==> config.mk <==
export PLATFORM = sky130hd
export DESIGN_NAME = wred_admit
export DESIGN_NICKNAME = d
export VERILOG_FILES = /design/src/rtl/wred_pkg.sv /design/src/rtl/wred_prof_rf.sv /design/src/rtl/wred_lfsr.sv /design/src/rtl/wred_decide.sv /design/src/rtl/wred_admit.sv
export SDC_FILE = /design/constraint.sdc
export NUM_CORES = 1
export LEC_CHECK = 0
export BUFFER_PORTS_ARGS = -buffer_cell sky130_fd_sc_hd__buf_2
export CORE_ASPECT_RATIO = 0.8
export CORE_MARGIN = 5
export CORE_UTILIZATION = 55
export DETAILED_ROUTE_END_ITERATION = 8
export HOLD_SLACK_MARGIN = 0.1
export PLACE_DENSITY = 0.81
export REMOVE_ABC_BUFFERS = 1
export SYNTH_ARGS = -nofsm -noshare
export SYNTH_HDL_FRONTEND = slang
export SYNTH_SLANG_ARGS = --single-unit
==> constraint.sdc <==
create_clock -name clk -period 12.55 [get_ports clk]
set_clock_uncertainty 0.15 [all_clocks]
set_input_delay 1.255 -clock clk [delete_from_list [all_inputs] [get_ports clk]]
set_output_delay 1.255 -clock clk [all_outputs]
set_load 0.1 [all_outputs]
==> src/rtl/wred_pkg.sv <==
package wred_pkg;
  parameter int OCC_W    = 10;
  parameter int PCT_W    = 7;
  parameter int PCT_FULL = 100;

  typedef struct packed {
    logic [OCC_W-1:0] hi_min;
    logic [OCC_W-1:0] hi_max;
    logic [OCC_W-1:0] lo_min;
    logic [OCC_W-1:0] lo_max;
    logic [PCT_W-1:0] maxp;
  } prof_t;

  localparam prof_t PROF_RST = '{hi_min: '1, hi_max: '1, lo_min: '1, lo_max: '1, maxp: '0};

  function automatic logic prof_ok(prof_t p);
    return (p.hi_max >= p.hi_min) && (p.lo_max >= p.lo_min) &&
           (p.hi_max >= p.lo_max) && (p.hi_min >= p.lo_min) &&
           (int'(p.maxp) <= PCT_FULL);
  endfunction
endpackage

==> src/rtl/wred_prof_rf.sv <==
module wred_prof_rf
  import wred_pkg::*;
#(
  parameter int NUM_PROF = 4,
  parameter int PSEL_W   = 2
) (
  input  logic              clk,
  input  logic              rst_n,
  input  logic              wr_en,
  input  logic [PSEL_W-1:0] wr_idx,
  input  prof_t             wr_data,
  input  logic [PSEL_W-1:0] rd_idx,
  output prof_t             rd_data,
  output logic              wr_err
);
  prof_t prof_q [NUM_PROF];
  logic  wr_ok;
  logic  err_d, err_q;

  always_comb begin
    wr_ok = prof_ok(wr_data);
    err_d = wr_en && !wr_ok;
  end

  for (genvar g = 0; g < NUM_PROF; g++) begin : g_prof
    logic load;
    always_comb load = wr_en && wr_ok && (wr_idx == PSEL_W'(g));
    always_ff @(posedge clk or negedge rst_n) begin
      if (!rst_n)    prof_q[g] <= PROF_RST;
      else if (load) prof_q[g] <= wr_data;
    end
  end

  always_ff @(posedge clk or negedge rst_n) begin
    if (!rst_n) err_q <= 1'b0;
    else        err_q <= err_d;
  end

  always_comb begin
    rd_data = prof_q[rd_idx];
    wr_err  = err_q;
  end
endmodule

==> src/rtl/wred_lfsr.sv <==
module wred_lfsr #(
  parameter int               LFSR_W = 16,
  parameter logic [LFSR_W-1:0] SEED  = 16'hACE1,
  parameter logic [LFSR_W-1:0] TAPS  = 16'hB400
) (
  input  logic              clk,
  input  logic              rst_n,
  input  logic              adv,
  output logic [LFSR_W-1:0] value
);
  logic [LFSR_W-1:0] st_q, st_d;

  always_comb begin
    st_d = (st_q >> 1) ^ (st_q[0] ? TAPS : '0);
    value = st_q;
  end

  always_ff @(posedge clk or negedge rst_n) begin
    if (!rst_n)   st_q <= SEED;
    else if (adv) st_q <= st_d;
  end
endmodule

==> src/rtl/wred_decide.sv <==
module wred_decide
  import wred_pkg::*;
#(
  parameter int LFSR_W = 16
) (
  input  logic [OCC_W-1:0]  occ,
  input  logic              drop_elig,
  input  logic              prof_en,
  input  logic [OCC_W-1:0]  fixed_thr,
  input  prof_t             prof,
  input  logic [LFSR_W-1:0] rnd,
  output logic              admit,
  output logic [OCC_W-1:0]  sel_max
);
  localparam int PROD_W = LFSR_W + PCT_W + OCC_W;

  logic [OCC_W-1:0]  sel_min, span, diff;
  logic [PROD_W-1:0] lhs, rhs;
  logic              rnd_drop;

  always_comb begin
    sel_min  = drop_elig ? prof.lo_min : prof.hi_min;
    sel_max  = drop_elig ? prof.lo_max : prof.hi_max;
    span     = sel_max - sel_min;
    diff     = occ - sel_min;
    lhs      = PROD_W'(rnd) * PROD_W'(PCT_FULL) * PROD_W'(span);
    rhs      = (PROD_W'(prof.maxp) * PROD_W'(diff)) << LFSR_W;
    rnd_drop = lhs < rhs;
    if (!prof_en)           admit = occ < fixed_thr;
    else if (occ < sel_min) admit = 1'b1;
    else if (occ >= sel_max) admit = 1'b0;
    else                    admit = !rnd_drop;
  end
endmodule

==> src/rtl/wred_admit.sv <==
module wred_admit
  import wred_pkg::*;
#(
  parameter int NUM_PROF = 4,
  parameter int LFSR_W   = 16,
  localparam int PSEL_W  = (NUM_PROF > 1) ? $clog2(NUM_PROF) : 1
) (
  input  logic              clk,
  input  logic              rst_n,
  input  logic              cfg_we,
  input  logic [PSEL_W-1:0] cfg_prof,
  input  logic [OCC_W-1:0]  cfg_hi_min,
  input  logic [OCC_W-1:0]  cfg_hi_max,
  input  logic [OCC_W-1:0]  cfg_lo_min,
  input  logic [OCC_W-1:0]  cfg_lo_max,
  input  logic [PCT_W-1:0]  cfg_maxp,
  output logic              cfg_err,
  input  logic              req_valid,
  input  logic [OCC_W-1:0]  req_occ,
  input  logic              req_drop_elig,
  input  logic              req_prof_en,
  input  logic [PSEL_W-1:0] req_prof,
  input  logic [OCC_W-1:0]  req_fixed_thr,
  output logic              dec_valid,
  output logic              dec_admit
);
  prof_t             wr_prof, rd_prof;
  logic [LFSR_W-1:0] lfsr_val;
  logic [OCC_W-1:0]  sel_max;
  logic              admit_c;
  logic              vld_d, vld_q, adm_d, adm_q;

  always_comb begin
    wr_prof.hi_min = cfg_hi_min;
    wr_prof.hi_max = cfg_hi_max;
    wr_prof.lo_min = cfg_lo_min;
    wr_prof.lo_max = cfg_lo_max;
    wr_prof.maxp   = cfg_maxp;
  end

  wred_prof_rf #(.NUM_PROF(NUM_PROF), .PSEL_W(PSEL_W)) u_rf (
    .clk(clk), .rst_n(rst_n), .wr_en(cfg_we), .wr_idx(cfg_prof),
    .wr_data(wr_prof), .rd_idx(req_prof), .rd_data(rd_prof), .wr_err(cfg_err)
  );

  wred_lfsr #(.LFSR_W(LFSR_W)) u_lfsr (
    .clk(clk), .rst_n(rst_n), .adv(req_valid), .value(lfsr_val)
  );

  wred_decide #(.LFSR_W(LFSR_W)) u_dec (
    .occ(req_occ), .drop_elig(req_drop_elig), .prof_en(req_prof_en),
    .fixed_thr(req_fixed_thr), .prof(rd_prof), .rnd(lfsr_val),
    .admit(admit_c), .sel_max(sel_max)
  );

  always_comb begin
    vld_d = req_valid;
    adm_d = req_valid && admit_c;
  end

  always_ff @(posedge clk or negedge rst_n) begin
    if (!rst_n) begin
      vld_q <= 1'b0;
      adm_q <= 1'b0;
    end else begin
      vld_q <= vld_d;
      adm_q <= adm_d;
    end
  end

  always_comb begin
    dec_valid = vld_q;
    dec_admit = adm_q;
  end
endmodule

Word level (Yosys, flattened, before mapping)
Index checks and enable logic that the tools add are counted.

Reduce and logical (&&, ||, !) cells: 14. $mul: 3. Multiplexer cells: 9. Equal/unequal tests: 3. Magnitude comparators: 10. Bitwise gates (word level): 2. Add/sub/neg operators: 2.

Operator list (count): $bmux W47 S2 (1); $mux W47 (2); $ge A10 B10 Y1 (5); $lt A33 B33 Y1 (1); $mul A21 B10 Y31 (1); $mul A16 B5 Y21 const B (1); $lt A10 B10 Y1 (2); $mux W10 (2); $sub A10 B10 Y10 (2); $mul A7 B10 Y17 (1); $mux W16 (1); $xor A15 B16 Y16 (1); $logic_and A1 B1 Y1 (11); $le A7 B7 Y1 const B (1); $eq A2 B2 Y1 const B (2); $ge A3 B3 Y1 const B (1); $mux W1 (3); $not A2 Y3 (1); $eq A2 B1 Y1 const B (1); $logic_not A1 Y1 (2); $logic_not A2 Y1 (1).

Logic and storage cells: 67. Register bits after elaboration: 207. Input port bits: 77. Output and inout bits: 3.

Depth between registers and ports, before layout
Gate-level depths: netlist (run 1).

Depth after elaboration: 13. Mapped depth: 43. Mapped depth without buffers: 40.

Cells and area by module
From an unflattened synthesis (run 1), not the netlist that was laid out.

Cells, all modules: 2030. Area, all modules: 21837.2 µm².

Modules (own cells, without submodules): wred_decide (seq. area each 0.0 µm², instances 1, area each 11631.2 µm², cells each 1387); wred_prof_rf (seq. area each 4929.7 µm², instances 1, area each 9396.5 µm², cells each 587); wred_lfsr (seq. area each 410.4 µm², instances 1, area each 753.2 µm², cells each 53); wred_admit (seq. area each 50.0 µm², instances 1, area each 56.3 µm², cells each 3).

Worst setup path before layout (run 1)
No wires, ideal clock.

Kind: input port to flip-flop. Start point: input port req_prof[0]. End point: register adm_q, in the netlist dec_admit. Data arrival time: 10.710 ns. Path buffers: 3. Data required time: 12.268 ns. Library setup time: 0.132 ns. Setup slack: 1.558 ns. Stages on the path: 42. Cells stage by stage: buf_2 -> buf_1 -> mux4_2 -> mux2i_1 -> inv_1 -> fa_1 -> a21o_1 -> a21oi_1 -> nor2b_1 -> o21a_1 -> nor4_1 -> a21oi_1 -> xor2_1 -> clkbuf_1 -> and2_1 -> fa_1 -> fa_1 -> inv_1 -> (+6 left out) -> ha_1 -> a21oi_2 -> o21bai_1 -> a21o_1 -> a32o_1 -> a311o_1 -> a211o_1 -> a21oi_1 -> xnor2_1 -> ha_1 -> a21o_1 -> a21o_1 -> a21oi_1 -> nor2_1 -> a2111oi_0 -> nor2_1 -> a2111oi_0 -> nor2_1.

Longest elaborated chain between the ends: 13. Elaborated cells on any way between the ends: 18. Classes of those cells: 2 x add/sub; 2 x mul; 3 x order compare; 8 x mux; 1 x bitwise; 2 x reduce/logical.

RTL lines: start, declared (line wred_admit.sv:22) `input logic [PSEL_W-1:0] req_prof,`; $not A2 Y3 (implied by the code) * (line wred_prof_rf.sv:40) `rd_data = prof_q[rd_idx];`; $bmux W47 S2 * (line wred_prof_rf.sv:40); $mux W47 (implied by the code) * (2 in series) (line wred_prof_rf.sv:40); $mux W10, on equally long branches (line wred_decide.sv:23, wred_decide.sv:22); $sub A10 B10 Y10, on equally long branches (line wred_decide.sv:24, wred_decide.sv:25); $mul A21 B10 Y31 / $mul A7 B10 Y17 (equally long branches) (line wred_decide.sv:26, wred_decide.sv:27); $lt A33 B33 Y1 (line wred_decide.sv:28) `rnd_drop = lhs < rhs;`; $logic_not A1 Y1 (line wred_decide.sv:32) `else admit = !rnd_drop;`; $mux W1 (line wred_decide.sv:31) `else if (occ >= sel_max) admit = 1'b0;`; $mux W1 * (line wred_decide.sv:30) `else if (occ < sel_min) admit = 1'b1;`; $mux W1 * (line wred_decide.sv:29) `if (!prof_en) admit = occ < fixed_thr;`; $logic_and A1 B1 Y1 * (line wred_admit.sv:58) `adm_d = req_valid && admit_c;`; named net adm_d (line wred_admit.sv:31) `logic vld_d, vld_q, adm_d, adm_q;`; end signal, assigned (line wred_admit.sv:67) `adm_q <= adm_d;`; end, declared (line wred_admit.sv:31).

The timed path passes the listed nets; every way through them passes the cells marked *. The select of a mux whose other input is x is not followed. A chain may end at the register's enable or synchronous reset.

Worst setup path after layout (run 1)
Ends and elaborated chain as after synthesis.

==> results of run 1 <==
## flip-flops by register name, summed over array words and instances, names as in the netlist
register / cells
u_lfsr.value: 16
u_rf.wr_err: 1
u_rf.prof_q: 188
dec_valid: 1
dec_admit: 1
## synth_stat cells, drive strengths merged, types with 12 or more instances
library cell / n
mux4: 46
nand2: 157
o21ai: 50
ha: 245
a21oi: 61
xor2: 33
dfrtp: 39
nor3: 15
o21a: 12
mux2i: 22
and2: 45
buf: 24
a211oi: 12
nor2b: 29
fa: 201
nand2b: 35
xnor2: 43
nand3: 12
mux2: 197
clkbuf: 34
inv: 324
dfstp: 168
a21o: 27
nor2: 125
## path summary, 6_finish.rpt
path | start | to | slack, ns
hold reg to reg | u_rf.prof_q[141] | u_rf.prof_q[141] | 0.35
max in group asynchronous | rst_n | dec_admit | 9.96
min in group asynchronous | rst_n | u_rf.wr_err | 0.66
hold / removal | u_rf.prof_q[141] | u_rf.prof_q[141] | 0.35
setup / recovery | req_prof[0] | dec_admit | 1.26
setup reg to reg | u_lfsr.value[2] | dec_admit | 1.89
## routing by layer
metal / vias up / wire length [um] / share of wire, %
met5: - / 27 / 0.052
li1: 6992 / - / -
met4: 4 / 1330 / 2.5
met2: 502 / 25000 / 48
met1: 7782 / 21900 / 42
met3: 98 / 3830 / 7.4
## final cells by class
class / instances / share of cell area [%]
flip-flops and latches: 207 / 22.9
diodes: 2 / 0.0213
multi-input cells: 1466 / 63.0
inverters: 324 / 5.17
clock buffers: 30 / 2.86
clock inverters: 12 / 0.841
well taps: 536 / 2.85
repair buffers: 98 / 2.34
## logic make-up after synthesis
| group | share of synthesized area (%) |
|---|---|
| mux | 16.0 |
| xor+xnor | 3.07 |
| compound gates | 6.56 |
| buf+inv | 6.92 |
| simple gates | 9.94 |
| flops | 24.8 |
| fa+ha+maj | 32.7 |
## through the flow
stage	worst slack, ns	instance area (um^2)	hold slack [ns]	util (%)	instances
after global placement	1.13	22600	0.331	57.8	2631
after detailed placement	0.788	22600	0.343	57.8	2631
after CTS	1.34	23500	0.358	60.0	2673
after global routing	0.400	23500	0.374	60.0	2675
final	1.26	23500	0.355	60.0	2675
after floorplan	2.21	21400	0.324	-	1997
==> flow_summary.json, run 1 <==
{
  "crit_top_cell": "fa_1",
  "cp-start-kind": "input pin",
  "busiest_layer": "met2",
  "critPathMaxStageDelay_ns": 0.57,
  "synth_edf_count": 0,
  "seq_area_mm2": 0.00539,
  "first_global_vias": 16919,
  "grt_use_met1_pct": 33.0,
  "layout_commonest_cell": "inv_1",
  "whs_path_depth": 1,
  "layout_common_cells": "324 x inv_1, 245 x ha_1, 201 x fa_1",
  "worst-path-stages": 40,
  "grt_pass1_wl_um": 87100,
  "drt_first_iter_violations": 983,
  "ys_types": 61,
  "synth.ff_latch_count": 207,
  "totalWireLength_um": 52000,
  "numCtsBuffers": 23,
  "async_flop_share_pct": 100,
  "post_cts_buffers": 0,
  "root_buffer": "clkbuf_16",
  "cts_hold_buf": 0,
  "rsz0062_at_grt": "false",
  "antenna_found_initial": 4,
  "grt_start_max_net_pins": 124,
  "gp_routability_congestion": 0.936,
  "viasPerCell": 5.75,
  "rows": 65,
  "required_ns": 12.80,
  "n_fill_cell": 3069,
  "arrival_ns": 11.53,
  "die_y_um": 188,
  "maxSlewHeadroom_pct": 26.8,
  "synth-seq-area-share_pct": 24.8,
  "tightest_slew_ns": 1.10,
  "yosys_most_used_dff": "dfstp_2",
  "synth_area_leaders": "dfstp_2 20%, fa_1 19%, ha_1 14%",
  "final_max_slew_viol_count": 0,
  "synth_cells": 2055,
  "dr.pass1.iters": 5,
  "hold_class": "reg2reg",
  "syn_area_per_cell_um2": 10.6,
  "critPathKind": "in2reg",
  "clk_pin_slew_worst_paths_ns": 0.07,
  "yosysTopAreaCell": "dfstp_2",
  "yosysWarnings": 0,
  "die_w_um": 232,
  "core-area_mm2": 0.0392,
  "outcome": "finished, final reports clean",
  "wl_per_cell_um": 19.5,
  "cpMaxStageDelayCell": "mux4_2",
  "nNetsFinal": 2643,
  "ioPinCount": 80,
  "syn2layout_area_growth_pct": 8.34,
  "dp_hpwl_um": 40000,
  "cts_tree": "done",
  "worst-path-max-fanout": 25,
  "port_buffers": 79,
  "vias": 15378,
  "hold_viol_final": 0,
  "setup_viol": 0,
  "synth_top_area_share_pct": 20.3,
  "fin_crit_ns": 11.29,
  "grtUsageMet2_pct": 40.6,
  "cts_htree_levels": 1,
  "cts_resized": 0,
  "numClockSinks": 207,
  "worstSkewPairLatency_ns": 0.52,
  "multi_input_area_mm2": 0.0148,
  "use_met3_pct": 4.87,
  "setup_tns_ns": 0,
  "crit_family": "adder cells",
  "drive_gt1_share_pct": 26.5,
  "max_clock_freq_mhz": 88.6,
  "cp_num_buf_inv": 7,
  "grt_usage_pct": 24.4,
  "start_util_pct": 55.4,
  "ff2ff_path_depth": 36,
  "period_share_pct": 89.9,
  "syn_area_mm2": 0.0217,
  "maxCapViolations": 0,
  "cts_buffer_depth": 3,
  "route.detailed.drc": 0,
  "design.die.area_mm2": 0.0436,
  "ant_nets": 0,
  "setup.worst_path.end_class": "flop",
  "grt.overflow.total": 0
}
Power of run 1 is left out: the tool's default activity adds up to more than one toggle a clock period on the data nets, which glitch-free logic cannot reach.
==> inputs of run 2 (changes only) <==
--- a/config.mk
+++ b/config.mk
@@ -11,7 +11,7 @@
 export CORE_UTILIZATION = 55
 export DETAILED_ROUTE_END_ITERATION = 8
 export HOLD_SLACK_MARGIN = 0.1
-export PLACE_DENSITY = 0.81
+export PLACE_DENSITY = 0.76
 export REMOVE_ABC_BUFFERS = 1
 export SYNTH_ARGS = -nofsm -noshare
 export SYNTH_HDL_FRONTEND = slang
==> flow_summary.json, run 2 (synthesized netlist as in run 1, its figures left out) <==
{
  "nNetsFinal": 2648,
  "setup_tns_ns": 0,
  "cts_buffer_depth": 3,
  "whs_path_depth": 1,
  "setup_viol": 0,
  "rsz0062_at_grt": "false",
  "ff2ff_path_depth": 38,
  "drive_gt1_share_pct": 26.5,
  "fin_crit_ns": 11.13,
  "die_y_um": 188,
  "antenna_found_initial": 2,
  "viasPerCell": 5.65,
  "cp_num_buf_inv": 4,
  "tightest_slew_ns": 1.27,
  "cts_htree_levels": 1,
  "port_buffers": 79,
  "gp_routability_congestion": 0.928,
  "cts_hold_buf": 0,
  "layout_commonest_cell": "inv_1",
  "post_cts_buffers": 0,
  "numCtsBuffers": 24,
  "syn2layout_area_growth_pct": 8.07,
  "dr.pass1.iters": 5,
  "hold_class": "reg2reg",
  "crit_start": "req_prof[0]",
  "wl_per_cell_um": 19.1,
  "crit_family": "adder cells",
  "cts_resized": 0,
  "worstHoldStart": "u_rf.prof_q[145]",
  "root_buffer": "clkbuf_16",
  "crit_top_cell": "fa_1",
  "vias": 15145,
  "totalWireLength_um": 51300,
  "largest_register_ffs": 188,
  "layout_common_cells": "324 x inv_1, 245 x ha_1, 201 x fa_1",
  "hold_viol_final": 0,
  "numClockSinks": 207,
  "max_clock_freq_mhz": 89.9,
  "grt.overflow.total": 0,
  "worst-path-max-fanout": 16,
  "cp-start-kind": "input pin",
  "start_util_pct": 55.4,
  "ioPinCount": 80,
  "grt_usage_pct": 23.8,
  "grt_pass1_wl_um": 85300,
  "r2r-start": "u_lfsr.value[2]",
  "worst-path-stages": 38,
  "cts_tree": "done",
  "arrival_ns": 11.38,
  "diodes": 0,
  "period_share_pct": 88.7,
  "dp_hpwl_um": 39900,
  "final_max_slew_viol_count": 0,
  "maxCapViolations": 0,
  "required_ns": 12.80,
  "outcome": "finished, final reports clean",
  "clk_pin_slew_worst_paths_ns": 0.06,
  "critPathKind": "in2reg",
  "worstSkewPairLatency_ns": 0.53,
  "ant_nets": 0,
  "design.die.area_mm2": 0.0436,
  "drt_first_iter_violations": 955,
  "maxSlewHeadroom_pct": 14.4,
  "rows": 65,
  "core-area_mm2": 0.0392,
  "grt_start_max_net_pins": 85,
  "die_w_um": 232,
  "route.detailed.drc": 0,
  "cpMaxStageDelayCell": "fa_1",
  "setup.worst_path.end_class": "flop",
  "first_global_vias": 16473,
  "regMostFlops": "u_rf.prof_q",
  "critPathMaxStageDelay_ns": 0.58
}
-- run 2: path summary, 6_finish.rpt --
check / to / slack (ns)
worst max-delay path: dec_admit / 1.42
worst max register to register: dec_admit / 1.88
worst min register to register: u_rf.prof_q[145] / 0.36
min in group asynchronous: u_lfsr.value[14] / 0.58
max in group asynchronous: u_rf.prof_q[144] / 9.53
worst min-delay path: u_rf.prof_q[145] / 0.36
-- run 2: cell type report --
cell class                      count  area (um^2)
Clock buffer                       34          688
Sequential cell                   207         5390
Fill cell                        3157        15700
Timing Repair Buffer              102          579
Multi-Input combinational cell   1466        14800
Tap cell                          536          671
Clock inverter                     10         97.6
Inverter                          324         1220
-- run 2: routing by layer --
layer | vias up | wire [um] | global-route usage, % | share of wire (%)
met2 | 470 | 24200 | 38.8 | 47
met4 | 2 | 950 | 4.50 | 1.9
met1 | 7634 | 22600 | 33.7 | 44
met5 | - | 7 | 0 | 0.014
li1 | 6975 | - | - | -
met3 | 64 | 3570 | 4.56 | 7.0
-- run 2: metrics by stage --
step	utilization, %	std cells	setup WS (ns)	hold WS (ns)	area, um^2
floorplan	-	1997	2.21	0.324	21400
finish	59.8	2679	1.42	0.358	23500
global placement	57.8	2635	1.22	0.331	22700
global route	59.8	2679	0.743	0.366	23500
detailed placement	57.8	2635	0.969	0.339	22700
CTS	59.8	2679	1.46	0.357	23500
-- run 2: worst reg2reg max path, delay by kind of cell, from the launching register on --
family	cells	cell delay, ns
xor+xnor	2	0.73
buf+inv	4	0.38
fa+ha+maj	11	4.34
flops	1	0.66
compound gates	15	3.85
simple gates	6	0.47
Power of run 2 is left out for the same reason.
==> inputs of run 3 (changes only) <==
--- a/config.mk
+++ b/config.mk
@@ -8,10 +8,10 @@
 export BUFFER_PORTS_ARGS = -buffer_cell sky130_fd_sc_hd__buf_2
 export CORE_ASPECT_RATIO = 0.8
 export CORE_MARGIN = 5
-export CORE_UTILIZATION = 55
+export CORE_UTILIZATION = 40
 export DETAILED_ROUTE_END_ITERATION = 8
 export HOLD_SLACK_MARGIN = 0.1
-export PLACE_DENSITY = 0.76
+export PLACE_DENSITY = 0.6
 export REMOVE_ABC_BUFFERS = 1
 export SYNTH_ARGS = -nofsm -noshare
 export SYNTH_HDL_FRONTEND = slang
==> flow_summary.json, run 3 (synthesized netlist as in run 1, its figures left out) <==
{
  "crit_top_cell": "fa_1",
  "cp-start-kind": "input pin",
  "fin_crit_ns": 11.16,
  "regMostFlops": "u_rf.prof_q",
  "port_buffers": 79,
  "gp_routability_congestion": 0.844,
  "maxCapViolations": 0,
  "totalWireLength_um": 52100,
  "worstSkewPairLatency_ns": 0.54,
  "hold_viol_final": 0,
  "arrival_ns": 11.42,
  "r2r-start": "u_lfsr.value[2]",
  "stdcell_area_mm2": 0.0237,
  "grt_pass1_wl_um": 86400,
  "n_fill_cell": 5107,
  "grt_start_max_net_pins": 77,
  "whs_path_depth": 1,
  "final_max_slew_viol_count": 0,
  "die_w_um": 270,
  "cpMaxStageDelayCell": "mux4_2",
  "grt_usage_pct": 17.9,
  "post_cts_buffers": 0,
  "first_global_vias": 16104,
  "layout_commonest_cell": "inv_1",
  "cts_htree_levels": 1,
  "cp_num_buf_inv": 6,
  "crit_family": "adder cells",
  "worst-path-max-fanout": 28,
  "multi_input_area_mm2": 0.0148,
  "drive_gt1_share_pct": 26.4,
  "r2r-end": "dec_admit",
  "rows": 76,
  "setup_tns_ns": 0,
  "drt_first_iter_violations": 758,
  "numClockSinks": 207,
  "critPathKind": "in2reg",
  "met3WireLength_um": 2630,
  "cts_resized": 0,
  "required_ns": 12.82,
  "vias": 14898,
  "r2r_setup_slack_ns": 1.59,
  "max_clock_freq_mhz": 89.6,
  "hold_slack_ns": 0.352,
  "min_to": "u_rf.prof_q[144]",
  "period_share_pct": 88.9,
  "dp_hpwl_um": 41400,
  "design.die.area_mm2": 0.0590,
  "outcome": "finished, final reports clean",
  "cts_tree": "done",
  "tightest_slew_ns": 1.11,
  "nNetsFinal": 2647,
  "clk_pin_slew_worst_paths_ns": 0.06,
  "die_y_um": 218,
  "dr.pass1.iters": 5,
  "seq_area_mm2": 0.00539,
  "setup_viol": 0,
  "setup.worst_path.end_class": "flop",
  "largest_register_ffs": 188,
  "rsz0062_at_grt": "false",
  "viasPerCell": 5.24,
  "cts_buffer_depth": 3,
  "layout_common_cells": "324 x inv_1, 245 x ha_1, 201 x fa_1",
  "critPathMaxStageDelay_ns": 0.57,
  "start_util_pct": 40.3,
  "worstHoldStart": "u_rf.prof_q[144]",
  "placed_cell_area_mm2": 0.0229,
  "cts_hold_buf": 0,
  "route.detailed.drc": 0,
  "ant_nets": 0,
  "numCtsBuffers": 25,
  "antenna_found_initial": 3,
  "top_layer": "met5",
  "worst_slack_ns": 1.39,
  "hold_class": "reg2reg",
  "wl_per_cell_um": 18.3,
  "grt.overflow.total": 0,
  "core-area_mm2": 0.0538,
  "ioPinCount": 80,
  "root_buffer": "clkbuf_16",
  "syn2layout_area_growth_pct": 9.34,
  "pre_cts_slack_ns": 0.827,
  "maxSlewHeadroom_pct": 25.3,
  "diodes": 0,
  "routed-wl-met2_um": 24100,
  "wl_met1_um": 24500,
  "ff2ff_path_depth": 36
}
==> run 3: cell type report <==
cell class	instances	share of cell area, %
Clock buffer	27	2.71
Clock inverter	19	0.954
Inverter	324	5.12
Multi-Input combinational cell	1466	62.4
Sequential cell	207	22.7
Tap cell	702	3.70
Timing Repair Buffer	100	2.38
==> run 3: worst max path at each step <==
stage               depth (start not counted)         to         from  slack [ns]
floorplan                                  37  dec_admit  req_prof[0]        2.21
global placement                           40  dec_admit  req_prof[0]        1.06
detailed placement                         40  dec_admit  req_prof[0]        0.83
CTS                                        40  dec_admit  req_prof[0]        1.40
global route                               41  dec_admit  req_prof[0]        0.52
finish                                     40  dec_admit  req_prof[0]        1.39
==> run 3: layer usage <==
layer,up-vias,track usage [%]
met2,293,29.8
met4,4,2.80
met1,7549,25.3
li1,6995,-
met3,57,2.94
met5,-,0
==> run 3: through the flow <==
| stage | std cells | util (%) |
|---|---|---|
| after floorplan | 1997 | - |
| after global placement | 2799 | 42.5 |
| after detailed placement | 2799 | 42.5 |
| after CTS | 2845 | 44.1 |
| after global routing | 2845 | 44.1 |
| final | 2845 | 44.1 |
Power of run 3 is left out for the same reason.
